$ cat src/rtl/conv_pkg.sv
// Shared constants for the paired-channel conversion controller.
// Assumes six channels organised as three pairs.
package conv_pkg;
    localparam int NPAIR     = 3;
    localparam int NCH       = 2 * NPAIR;
    localparam int STUB_STEP = 37;
endpackage

$ cat src/rtl/strobe_sync.sv
// Two-stage synchroniser with rising-edge detect for one start strobe.
// Assumes the strobe is held for at least two clock cycles.
module strobe_sync (
    input  logic clk,
    input  logic rst_n,
    input  logic async_i,
    output logic level_o,
    output logic rise_o
);
    logic s1_q, s2_q, s3_q;

    // Shift the strobe through the synchroniser and the edge history flop.
    always_ff @(posedge clk) begin
        if (!rst_n) begin
            s1_q <= 1'b0;
            s2_q <= 1'b0;
            s3_q <= 1'b0;
        end else begin
            s1_q <= async_i;
            s2_q <= s1_q;
            s3_q <= s2_q;
        end
    end

    assign level_o = s2_q;
    assign rise_o  = s2_q & ~s3_q;
endmodule

$ cat src/rtl/conv_timer.sv
// Fixed-length conversion window. It stands for the converter's internal clock.
// Assumes start_i is only acted on while idle.
module conv_timer #(
    parameter int CONV_CYCLES = 375
) (
    input  logic clk,
    input  logic rst_n,
    input  logic start_i,
    output logic busy_o,
    output logic done_o
);
    localparam int CW = $clog2(CONV_CYCLES + 1);

    logic          busy_q;
    logic [CW-1:0] cnt_q;

    // Load the counter on a start, then count down to the end of the window.
    always_ff @(posedge clk) begin
        if (!rst_n) begin
            busy_q <= 1'b0;
            cnt_q  <= '0;
        end else if (!busy_q && start_i) begin
            busy_q <= 1'b1;
            cnt_q  <= CW'(CONV_CYCLES - 1);
        end else if (busy_q) begin
            if (cnt_q == '0) busy_q <= 1'b0;
            else             cnt_q  <= cnt_q - 1'b1;
        end
    end

    assign busy_o = busy_q;
    assign done_o = busy_q && (cnt_q == '0);

    a_r3_window_holds: assert property (@(posedge clk) disable iff (!rst_n)
        busy_q && (cnt_q != '0) |=> busy_q);
    a_r3_window_ends: assert property (@(posedge clk) disable iff (!rst_n)
        done_o |=> !busy_q);
    a_r4_no_reload: assert property (@(posedge clk) disable iff (!rst_n)
        busy_q && $past(busy_q) |-> cnt_q < $past(cnt_q));
endmodule

$ cat src/rtl/pair_ctrl.sv
// Power state for one channel pair: active, powered down, or powering up.
// Assumes the sleep request comes only at the end of a conversion window.
module pair_ctrl #(
    parameter int PWRUP_CYCLES = 250
) (
    input  logic clk,
    input  logic rst_n,
    input  logic sleep_i,
    input  logic wake_i,
    output logic down_o
);
    localparam int PW = $clog2(PWRUP_CYCLES + 1);

    logic          pd_q;
    logic          pu_q;
    logic [PW-1:0] pu_cnt_q;

    // Step the pair through power-down and the timed power-up.
    always_ff @(posedge clk) begin
        if (!rst_n) begin
            pd_q     <= 1'b0;
            pu_q     <= 1'b0;
            pu_cnt_q <= '0;
        end else if (pd_q) begin
            if (wake_i) begin
                pd_q     <= 1'b0;
                pu_q     <= 1'b1;
                pu_cnt_q <= PW'(PWRUP_CYCLES - 1);
            end
        end else if (pu_q) begin
            if (pu_cnt_q == '0) pu_q     <= 1'b0;
            else                pu_cnt_q <= pu_cnt_q - 1'b1;
        end else if (sleep_i) begin
            pd_q <= 1'b1;
        end
    end

    assign down_o = pd_q | pu_q;

    a_r11_sleep_cause: assert property (@(posedge clk) disable iff (!rst_n)
        $rose(pd_q) |-> $past(sleep_i));
    a_r12_wake_to_pwrup: assert property (@(posedge clk) disable iff (!rst_n)
        $fell(pd_q) |-> pu_q);
    a_r12_wake_cause: assert property (@(posedge clk) disable iff (!rst_n)
        $fell(pd_q) |-> $past(wake_i));
endmodule

$ cat src/rtl/adc_stub.sv
// Stand-in for one channel's analog converter: a fixed code per channel.
// The top bit reports the range the conversion used.
module adc_stub #(
    parameter int CH     = 0,
    parameter int DATA_W = 16
) (
    input  logic              narrow_i,
    output logic [DATA_W-1:0] code_o
);
    localparam int BASE = ((CH + 1) * conv_pkg::STUB_STEP) % (1 << (DATA_W - 1));

    assign code_o = {narrow_i, (DATA_W-1)'(BASE)};
endmodule

$ cat src/rtl/conv_trig_ctrl.sv
// Trigger controller for six channels sampled in pairs. It merges the pair strobes into
// one busy window, selects pairs and ranges by mode, and tracks pair power-down.
// Assumes a synchronous active-low reset and strobes that are slow next to clk.
module conv_trig_ctrl #(
    parameter int CONV_CYCLES  = 375,
    parameter int PWRUP_CYCLES = 250,
    parameter int DATA_W       = 16
) (
    input  logic                          clk,
    input  logic                          rst_n,
    input  logic [2:0]                    strobe_i,
    input  logic                          sw_mode_i,
    input  logic                          range_pin_i,
    input  logic                          cfg_we_i,
    input  logic [5:0]                    cfg_data_i,
    output logic                          busy_o,
    output logic [2:0]                    done_mask_o,
    output logic [2:0]                    range_o,
    output logic [2:0]                    pair_down_o,
    output logic [conv_pkg::NCH*DATA_W-1:0] result_o
);
    import conv_pkg::*;

    logic [NPAIR-1:0] lvl, rise, down, sleep_req;
    logic [NPAIR-1:0] hw_req, sw_req, new_mask;
    logic [NPAIR-1:0] cur_mask_q, conv_rng_q, range_hw_q, done_mask_q;
    logic [5:0]       ctrl_q;
    logic             busy, done, start_go;

    // Per-pair synchroniser and power state.
    for (genvar p = 0; p < NPAIR; p++) begin : g_pair
        strobe_sync u_sync (
            .clk     (clk),
            .rst_n   (rst_n),
            .async_i (strobe_i[p]),
            .level_o (lvl[p]),
            .rise_o  (rise[p])
        );
        assign sleep_req[p] = done && !sw_mode_i && cur_mask_q[p] && !lvl[p];
        pair_ctrl #(.PWRUP_CYCLES(PWRUP_CYCLES)) u_pwr (
            .clk     (clk),
            .rst_n   (rst_n),
            .sleep_i (sleep_req[p]),
            .wake_i  (rise[p]),
            .down_o  (down[p])
        );
    end

    // Control register write.
    always_ff @(posedge clk) begin
        if (!rst_n)        ctrl_q <= '0;
        else if (cfg_we_i) ctrl_q <= cfg_data_i;
    end

    // Pair selection for a new conversion.
    always_comb begin
        hw_req   = rise & ~down;
        sw_req   = (rise[0] && !down[0]) ? (ctrl_q[5:3] & ~down) : '0;
        new_mask = sw_mode_i ? sw_req : hw_req;
        start_go = !busy && (new_mask != '0);
    end

    conv_timer #(.CONV_CYCLES(CONV_CYCLES)) u_timer (
        .clk     (clk),
        .rst_n   (rst_n),
        .start_i (start_go),
        .busy_o  (busy),
        .done_o  (done)
    );

    // Capture the converting pairs and their ranges at the start.
    always_ff @(posedge clk) begin
        if (!rst_n) begin
            cur_mask_q <= '0;
            conv_rng_q <= '0;
        end else if (start_go) begin
            cur_mask_q <= new_mask;
            conv_rng_q <= range_o;
        end
    end

    // Sample the range pin and publish the mask when busy falls.
    always_ff @(posedge clk) begin
        if (!rst_n) begin
            range_hw_q  <= '0;
            done_mask_q <= '0;
        end else if (done) begin
            done_mask_q <= cur_mask_q;
            if (!sw_mode_i) range_hw_q <= {NPAIR{range_pin_i}};
        end
    end

    // Result words from the stub, loaded when busy falls.
    for (genvar k = 0; k < NCH; k++) begin : g_ch
        logic [DATA_W-1:0] code, res_q;
        adc_stub #(.CH(k), .DATA_W(DATA_W)) u_stub (
            .narrow_i (conv_rng_q[k/2]),
            .code_o   (code)
        );
        // Keep the code of a converted channel, zero otherwise.
        always_ff @(posedge clk) begin
            if (!rst_n)    res_q <= '0;
            else if (done) res_q <= cur_mask_q[k/2] ? code : '0;
        end
        assign result_o[k*DATA_W +: DATA_W] = res_q;
    end

    assign range_o     = sw_mode_i ? ctrl_q[2:0] : range_hw_q;
    assign busy_o      = busy;
    assign done_mask_o = done_mask_q;
    assign pair_down_o = down;

    a_r4_mask_frozen: assert property (@(posedge clk) disable iff (!rst_n)
        busy && $past(busy) |-> $stable(cur_mask_q));
    a_r12_no_down_pair: assert property (@(posedge clk) disable iff (!rst_n)
        $rose(busy) |-> (cur_mask_q & $past(down)) == '0);
    a_r6_sw_pairs: assert property (@(posedge clk) disable iff (!rst_n)
        $rose(busy) && $past(sw_mode_i) |-> (cur_mask_q & ~$past(ctrl_q[5:3])) == '0);
    a_r8_range_hold: assert property (@(posedge clk) disable iff (!rst_n)
        !done |=> $stable(range_hw_q));
endmodule

$ cat config.mk
export PLATFORM = sky130hd
export DESIGN_NAME = conv_trig_ctrl
export DESIGN_NICKNAME = d
export VERILOG_FILES = /design/src/rtl/conv_pkg.sv /design/src/rtl/strobe_sync.sv /design/src/rtl/conv_timer.sv /design/src/rtl/pair_ctrl.sv /design/src/rtl/adc_stub.sv /design/src/rtl/conv_trig_ctrl.sv
export SDC_FILE = /design/constraint.sdc
export NUM_CORES = 1
export LEC_CHECK = 0
export BUFFER_PORTS_ARGS = -buffer_cell sky130_fd_sc_hd__buf_2
export CORE_ASPECT_RATIO = 1.4
export CORE_MARGIN = 3
export CORE_UTILIZATION = 45
export DETAILED_ROUTE_END_ITERATION = 16
export PLACE_DENSITY_LB_ADDON = 0.15
export RECOVER_POWER = 100
export SLEW_MARGIN = 20
export SYNTH_ARGS = -nofsm -noshare
export SYNTH_HDL_FRONTEND = slang
export SYNTH_SLANG_ARGS = --single-unit
export TNS_END_PERCENT = 100
$ cat constraint.sdc
create_clock -name clk -period 1.9 [get_ports clk]
set_input_delay 0.285 -clock clk [delete_from_list [all_inputs] [get_ports clk]]
set_output_delay 0.285 -clock clk [all_outputs]
set_load 0.01 [all_outputs]
==> results.md, run 1 <==
- Delay-heaviest family, CP: compound AO/OA/AOI/OAI gates
- Antenna diode instance count: 0
- Slowest cell delay on critical path: 460 ps
- Register bit total from synthesis: 68
- WP data arrival: 2030 ps
- Sequential-to-total area share from yosys stat: 34.2%
- Design Power: 0.00367 W
- Die area: 10000 um2
- DR iter-0 viols: 97
- Most used cell along the critical path: o31a_1
- Synth top area share: 34.2%
- GRT Util Overall: 15.6%
- Status: complete, no violations
- P per Cell Area: 865 nW/um2
- CP Max Fanout: 9
- Period utilisation layout: 95.6%
- RSZ-0062 raised after global routing: no
- Post-synth top flop: dfxtp_1
- Worst min-delay path category: input pin to register
- Drt first pass iters: 4
- Total routed wirelength: 8060 um
- R2R Path Start: g_pair[2].u_pwr.pu_cnt_q[1]$_SDFFE_PN0P_
- Fill count: 846
- Syn-to-layout area delta: 6.83%
- Unique masters post-synth: 59
- Crit path time final: 1820 ps
- Post-synth top cells: 96 x buf_4, 68 x dfxtp_1, 40 x nand2_1, 36 x a21oi_1, 25 x nor2_1
- Largest net degree at the start of global routing: 35
- Initial antenna violation count: 0
- Setup TNS: 0 ps
- Worst hold path depth: 2
- Vias per cell: 5.11
- Post-synth EDFFs: 0
- Pleak: 1.75 nW
- DRC Markers: 0
- R2R depth: 6
- Synthesis Warnings: 0
- Initial Utilization: 47.4%
- DIE HEIGHT: 117 um
- Slew HR: 48.1%
- H-tree levels: 3
- Worst setup EP type: register
- Buf/Inv on CP: 1
- # IOs: 120
- Min-delay src: strobe_i[1]
- MaxCap Viol Count: 0
- Mean Syn Cell Area: 8.51 um2
- Port Buffers: 55
- Reg2reg setup slack: 80 ps
- Synth Cell Area: 3980 um2
- HPWL after detailed placement: 6030 um
- Grt total ovfl: 0
- Final setup viols: 0
- CP cell instances: inv_1 -> ha_1 -> nor4b_2 -> a221o_1 -> o31a_1 -> o31a_1
- Most numerous cell in the Yosys netlist: buf_4
- Top cells by area, synth: dfxtp_1 34%, buf_4 18%, a21oi_1 4.5%, nand2_1 3.8%, mux2i_1 2.8%
- Fraction of layout cells with a size suffix above 1: 13.1%
- First-pass GRT wire length: 12400 um
- Number of global-route vias before repair: 2713
- Max Root-Sink Buffers: 2
- CTS Sinks: 68
- Core area: 8390 um2
- Via count: 3145
- Worst path slowest cell: a221o_1
- Crit path launch type: register
- Nets@finish: 530
- Pins Over Slew Limit: 0
- Crit path required time: 2120 ps
- Worst Hold Endpoint: g_pair[1].u_sync.s1_q$_SDFF_PN0_
- Max VDD drop: 0.540 mV
- Clock Skews: 3.20 ps
- Worst-path clk slew: 50 ps
- Crit Path Class: register to register
- Clock insertion delay at the later pin of the skew report: 330 ps
- Final Hold Fails: 0
- WL/cell: 13.1 um
- Slew of the pin with the lowest slew margin: 779 ps
- Max Fclk: 0.550 GHz
- # rows: 39
- Dominant cell type by area after synthesis: dfxtp_1
- CTS Buf Count: 9
- Post-CTS Setup Bufs: 0
- Crit Reg-Reg Endpoint: g_pair[2].u_pwr.pu_cnt_q[6]$_SDFFE_PN0P_
- Clk root buf: clkbuf_16
- Ys async rst share: 0%
- Syn Inst Count: 467
- Placer Congestion: 0.803
- CTS tree: done
- Post-route antenna net violation count: 0
- Die width: 85.4 um
==> final cells by class <==
class	count	area, um2	area share [%]
multi-input combinational	333	2010	47.3
sequential	68	1360	32.0
timing repair buffer	78	364	8.57
clock buffer	11	243	5.71
tap	102	128	3.00
clock inverter	5	75.1	1.77
inverter	18	67.6	1.59
==> per-layer routing <==
| layer | GRT usage [%] | share of wire, % | wire length, um | vias up |
|---|---|---|---|---|
| li1 | - | - | - | 1563 |
| met1 | 17.5 | 42 | 3390 | 1450 |
| met2 | 27.9 | 49 | 3940 | 120 |
| met3 | 2.66 | 7.2 | 577 | 12 |
| met4 | 8.55 | 1.9 | 152 | 0 |
| met5 | 0 | 0 | 0 | - |
==> worst max path at each step <==
stage,from,endpoint,cells past startpoint
after global routing,g_pair[1].u_pwr.pu_cnt_q[2]$_SDFFE_PN0P_,g_pair[1].u_pwr.pu_cnt_q[3]$_SDFFE_PN0P_,5
after floorplan,g_pair[2].u_pwr.pu_cnt_q[0]$_SDFFE_PN0P_,g_pair[2].u_pwr.pu_cnt_q[4]$_SDFFE_PN0P_,6
after detailed placement,g_pair[2].u_pwr.pu_cnt_q[1]$_SDFFE_PN0P_,g_pair[2].u_pwr.pu_cnt_q[4]$_SDFFE_PN0P_,6
after global placement,g_pair[2].u_pwr.pu_cnt_q[1]$_SDFFE_PN0P_,g_pair[2].u_pwr.pu_cnt_q[6]$_SDFFE_PN0P_,6
after CTS,g_pair[2].u_pwr.pu_cnt_q[1]$_SDFFE_PN0P_,g_pair[2].u_pwr.pu_cnt_q[6]$_SDFFE_PN0P_,6
final,g_pair[2].u_pwr.pu_cnt_q[1]$_SDFFE_PN0P_,g_pair[2].u_pwr.pu_cnt_q[6]$_SDFFE_PN0P_,6
==> where the power goes <==
part	switching [W]	internal, W
clock	0.000600	0.00118
combinational	0.000234	0.000140
sequential	0.0000475	0.00147
total	0.000882	0.00279
==> cell usage in the layout, fill, tap and decap left out, types with 8 or more instances in the layout <==
cell type and count:
buf_4 12, nand3_1 16, nor4_1 10, o31a_1 11, clkbuf_1 48, nand2_1 40, nor3_1 9, conb_1 64
clkbuf_16 9, o21ai_0 9, inv_1 18, buf_2 16, ha_1 8, dfxtp_1 68, a21oi_1 36, mux2i_1 11
nor2_1 25
==> metrics by stage <==
stage	utilization [%]	hold WS, ps	cells	setup WS (ps)	cell area (um2)
after floorplan	-	412	530	192	4210
after global placement	47.7	413	599	145	4010
after global routing	50.6	162	615	24.7	4250
after detailed placement	47.7	422	599	72.3	4010
after CTS	51.5	154	615	51.8	4320
final	50.6	164	615	82.7	4250
==> worst reg2reg max path, delay by kind of cell (launching register included) <==
family                   cells  cell delay [ps]
adder cells (fa/ha/maj)      1              180
AND/OR/NAND/NOR              1              170
flip-flops                   1              320
AO/OA/AOI/OAI                3              960
buffers and inverters        1               80
==> kinds of logic (layout without fill, tap and decap cells) <==
family / Yosys count / after routing / share of synthesized area, %
flip-flops: 68 / 68 / 34.2
multiplexers: 12 / 12 / 3.05
buffers and inverters: 129 / 112 / 21.4
XOR/XNOR: 4 / 4 / 0.881
AO/OA/AOI/OAI: 88 / 88 / 15.3
adder cells (fa/ha/maj): 8 / 8 / 2.52
AND/OR/NAND/NOR: 157 / 157 / 22.5
other: 1 / 64 / 0.0943
==> flip-flops by register name (all words and copies together), names as in the netlist, 4 cells and up <==
| signal | count |
|---|---|
| u_timer.cnt_q | 9 |
| ctrl_q | 6 |
| g_pair.u_pwr.pu_cnt_q | 24 |
| g_ch.res_q | 4 |
==> repair_timing <==
action / 4_1_cts / 5_1_grt
hold buffers: 0 / 0
gates resized for setup: 0 / 2
endpoints found under the setup margin: 0 / 6
Note: power is estimated with default switching activity, not from simulation.
==> inputs of run 2 (changes only) <==
--- a/config.mk
+++ b/config.mk
@@ -10,6 +10,7 @@
 export CORE_MARGIN = 3
 export CORE_UTILIZATION = 45
 export DETAILED_ROUTE_END_ITERATION = 16
+export MAX_ROUTING_LAYER = met4
 export PLACE_DENSITY_LB_ADDON = 0.15
 export RECOVER_POWER = 100
 export SLEW_MARGIN = 20
==> run 2 against run 1 <==
  * Die area did not move
  * Hold slack barely moved
  * Sequential power barely moved
  * Cell count did not move
  * Largest cell class unchanged
==> results.md, run 2 (synthesis gave the netlist of run 1 again) <==
- Nets@finish: 530
- Max VDD drop: 0.540 mV
- Max Root-Sink Buffers: 2
- Worst min-delay path category: input pin to register
- Vias per cell: 5.09
- R2R Path Start: g_pair[2].u_pwr.pu_cnt_q[1]$_SDFFE_PN0P_
- WL/cell: 13.1 um
- Design Power: 0.00367 W
- Clock insertion delay at the later pin of the skew report: 330 ps
- # IOs: 120
- DRC Markers: 0
- DIE HEIGHT: 117 um
- Worst-path clk slew: 50 ps
- Drt first pass iters: 4
- Clk root buf: clkbuf_16
- Commonest non-fill, non-tap cell in the layout: dfxtp_1
- Grt total ovfl: 0
- Worst setup EP type: register
- Critical path origin: g_pair[2].u_pwr.pu_cnt_q[1]$_SDFFE_PN0P_
- CTS Buf Count: 9
- MaxCap Viol Count: 0
- Setup TNS: 0 ps
- Crit Path Class: register to register
- Initial Utilization: 47.4%
- Die area: 10000 um2
- Crit Reg-Reg Endpoint: g_pair[2].u_pwr.pu_cnt_q[6]$_SDFFE_PN0P_
- Max Fclk: 0.550 GHz
- P per Cell Area: 864 nW/um2
- WP data arrival: 2030 ps
- GRT Util Overall: 16.0%
- Syn-to-layout area delta: 6.83%
- Crit path required time: 2120 ps
- RSZ-0062 raised after global routing: no
- Number of global-route vias before repair: 2713
- R2R depth: 6
- Final setup viols: 0
- Pleak: 1.75 nW
- Crit path time final: 1820 ps
- Slew HR: 48.0%
- Largest regs: g_pair.u_pwr.pu_cnt_q: 24 flops, u_timer.cnt_q: 9 flops, ctrl_q: 6 flops
- Initial antenna violation count: 0
- Most frequent cells in the layout: 68 x dfxtp_1, 64 x conb_1, 48 x clkbuf_1
- Top reg by flops: g_pair.u_pwr.pu_cnt_q
- Slew of the pin with the lowest slew margin: 780 ps
- Antenna diode instance count: 0
- Post-route antenna net violation count: 0
- Total routed wirelength: 8070 um
- # rows: 39
- First-pass GRT wire length: 12400 um
- Placer Congestion: 0.814
- Fraction of layout cells with a size suffix above 1: 13.1%
- Worst hold path depth: 2
- Largest net degree at the start of global routing: 35
- CP Max Fanout: 9
- Max reg flops: 24
- Post-CTS Setup Bufs: 0
- Period utilisation layout: 95.6%
- HPWL after detailed placement: 6030 um
- CTS Sinks: 68
- Final Hold Fails: 0
- Crit path launch type: register
- Reg2reg setup slack: 80 ps
- Core area: 8390 um2
- Port Buffers: 55
- CTS tree: done
- Clock Skews: 2.89 ps
- DR iter-0 viols: 108
- CP endpoint: g_pair[2].u_pwr.pu_cnt_q[6]$_SDFFE_PN0P_
- H-tree levels: 3
- Cts hold-fix bufs: 0
- Die width: 85.4 um
- Pins Over Slew Limit: 0
- Post-CTS sizing: 0
- Status: complete, no violations
- Via count: 3131
-- run 2: worst min-delay path by stage --
stage,from,to,slack (ps)
finish,strobe_i[1],g_pair[1].u_sync.s1_q$_SDFF_PN0_,160
global route,strobe_i[0],g_pair[0].u_sync.s1_q$_SDFF_PN0_,160
CTS,strobe_i[1],g_pair[1].u_sync.s1_q$_SDFF_PN0_,150
detailed placement,g_pair[0].u_sync.s1_q$_SDFF_PN0_,g_pair[0].u_sync.level_o$_SDFF_PN0_,420
global placement,g_pair[0].u_sync.s1_q$_SDFF_PN0_,g_pair[0].u_sync.level_o$_SDFF_PN0_,410
floorplan,g_pair[0].u_sync.s1_q$_SDFF_PN0_,g_pair[0].u_sync.level_o$_SDFF_PN0_,410
-- run 2: stage by stage --
| step | area [um2] | cells | setup slack, ps | hold slack (ps) | util (%) |
|---|---|---|---|---|---|
| after floorplan | 4210 | 530 | 192 | 412 | - |
| after global placement | 4010 | 599 | 145 | 413 | 47.7 |
| after detailed placement | 4010 | 599 | 72.3 | 422 | 47.7 |
| after CTS | 4320 | 615 | 51.8 | 154 | 51.5 |
| after global routing | 4250 | 615 | 24.7 | 162 | 50.6 |
| final | 4250 | 615 | 82.7 | 164 | 50.6 |
-- run 2: cell type report --
class | instances | area [um2]
clock buffers | 11 | 243
clock inverters | 5 | 75.1
fillers | 846 | 4150
inverters | 18 | 67.6
multi-input cells | 333 | 2010
flip-flops and latches | 68 | 1360
well taps | 102 | 128
repair buffers | 78 | 364
-- run 2: where the power goes --
| group | switching, W | internal [W] |
|---|---|---|
| Combinational | 0.000235 | 0.000140 |
| Sequential | 0.0000471 | 0.00147 |
| Clock | 0.000599 | 0.00118 |
-- run 2: worst max-delay path: stages, from the launching register on --
cell and delay (ps):
dfxtp_1 320, inv_1 80, ha_1 180, nor4b_2 170, a221o_1 460, o31a_1 270, o31a_1 230
-- run 2: per-layer routing --
metal / routed length (um) / GRT usage [%] / share of wire (%) / up-vias
met1: 3400 / 17.5 / 42 / 1440
li1: - / - / - / 1562
met4: 152 / 8.55 / 1.9 / 0
met2: 3950 / 27.9 / 49 / 117
met5: 0 / - / 0 / -
met3: 568 / 2.66 / 7.0 / 12
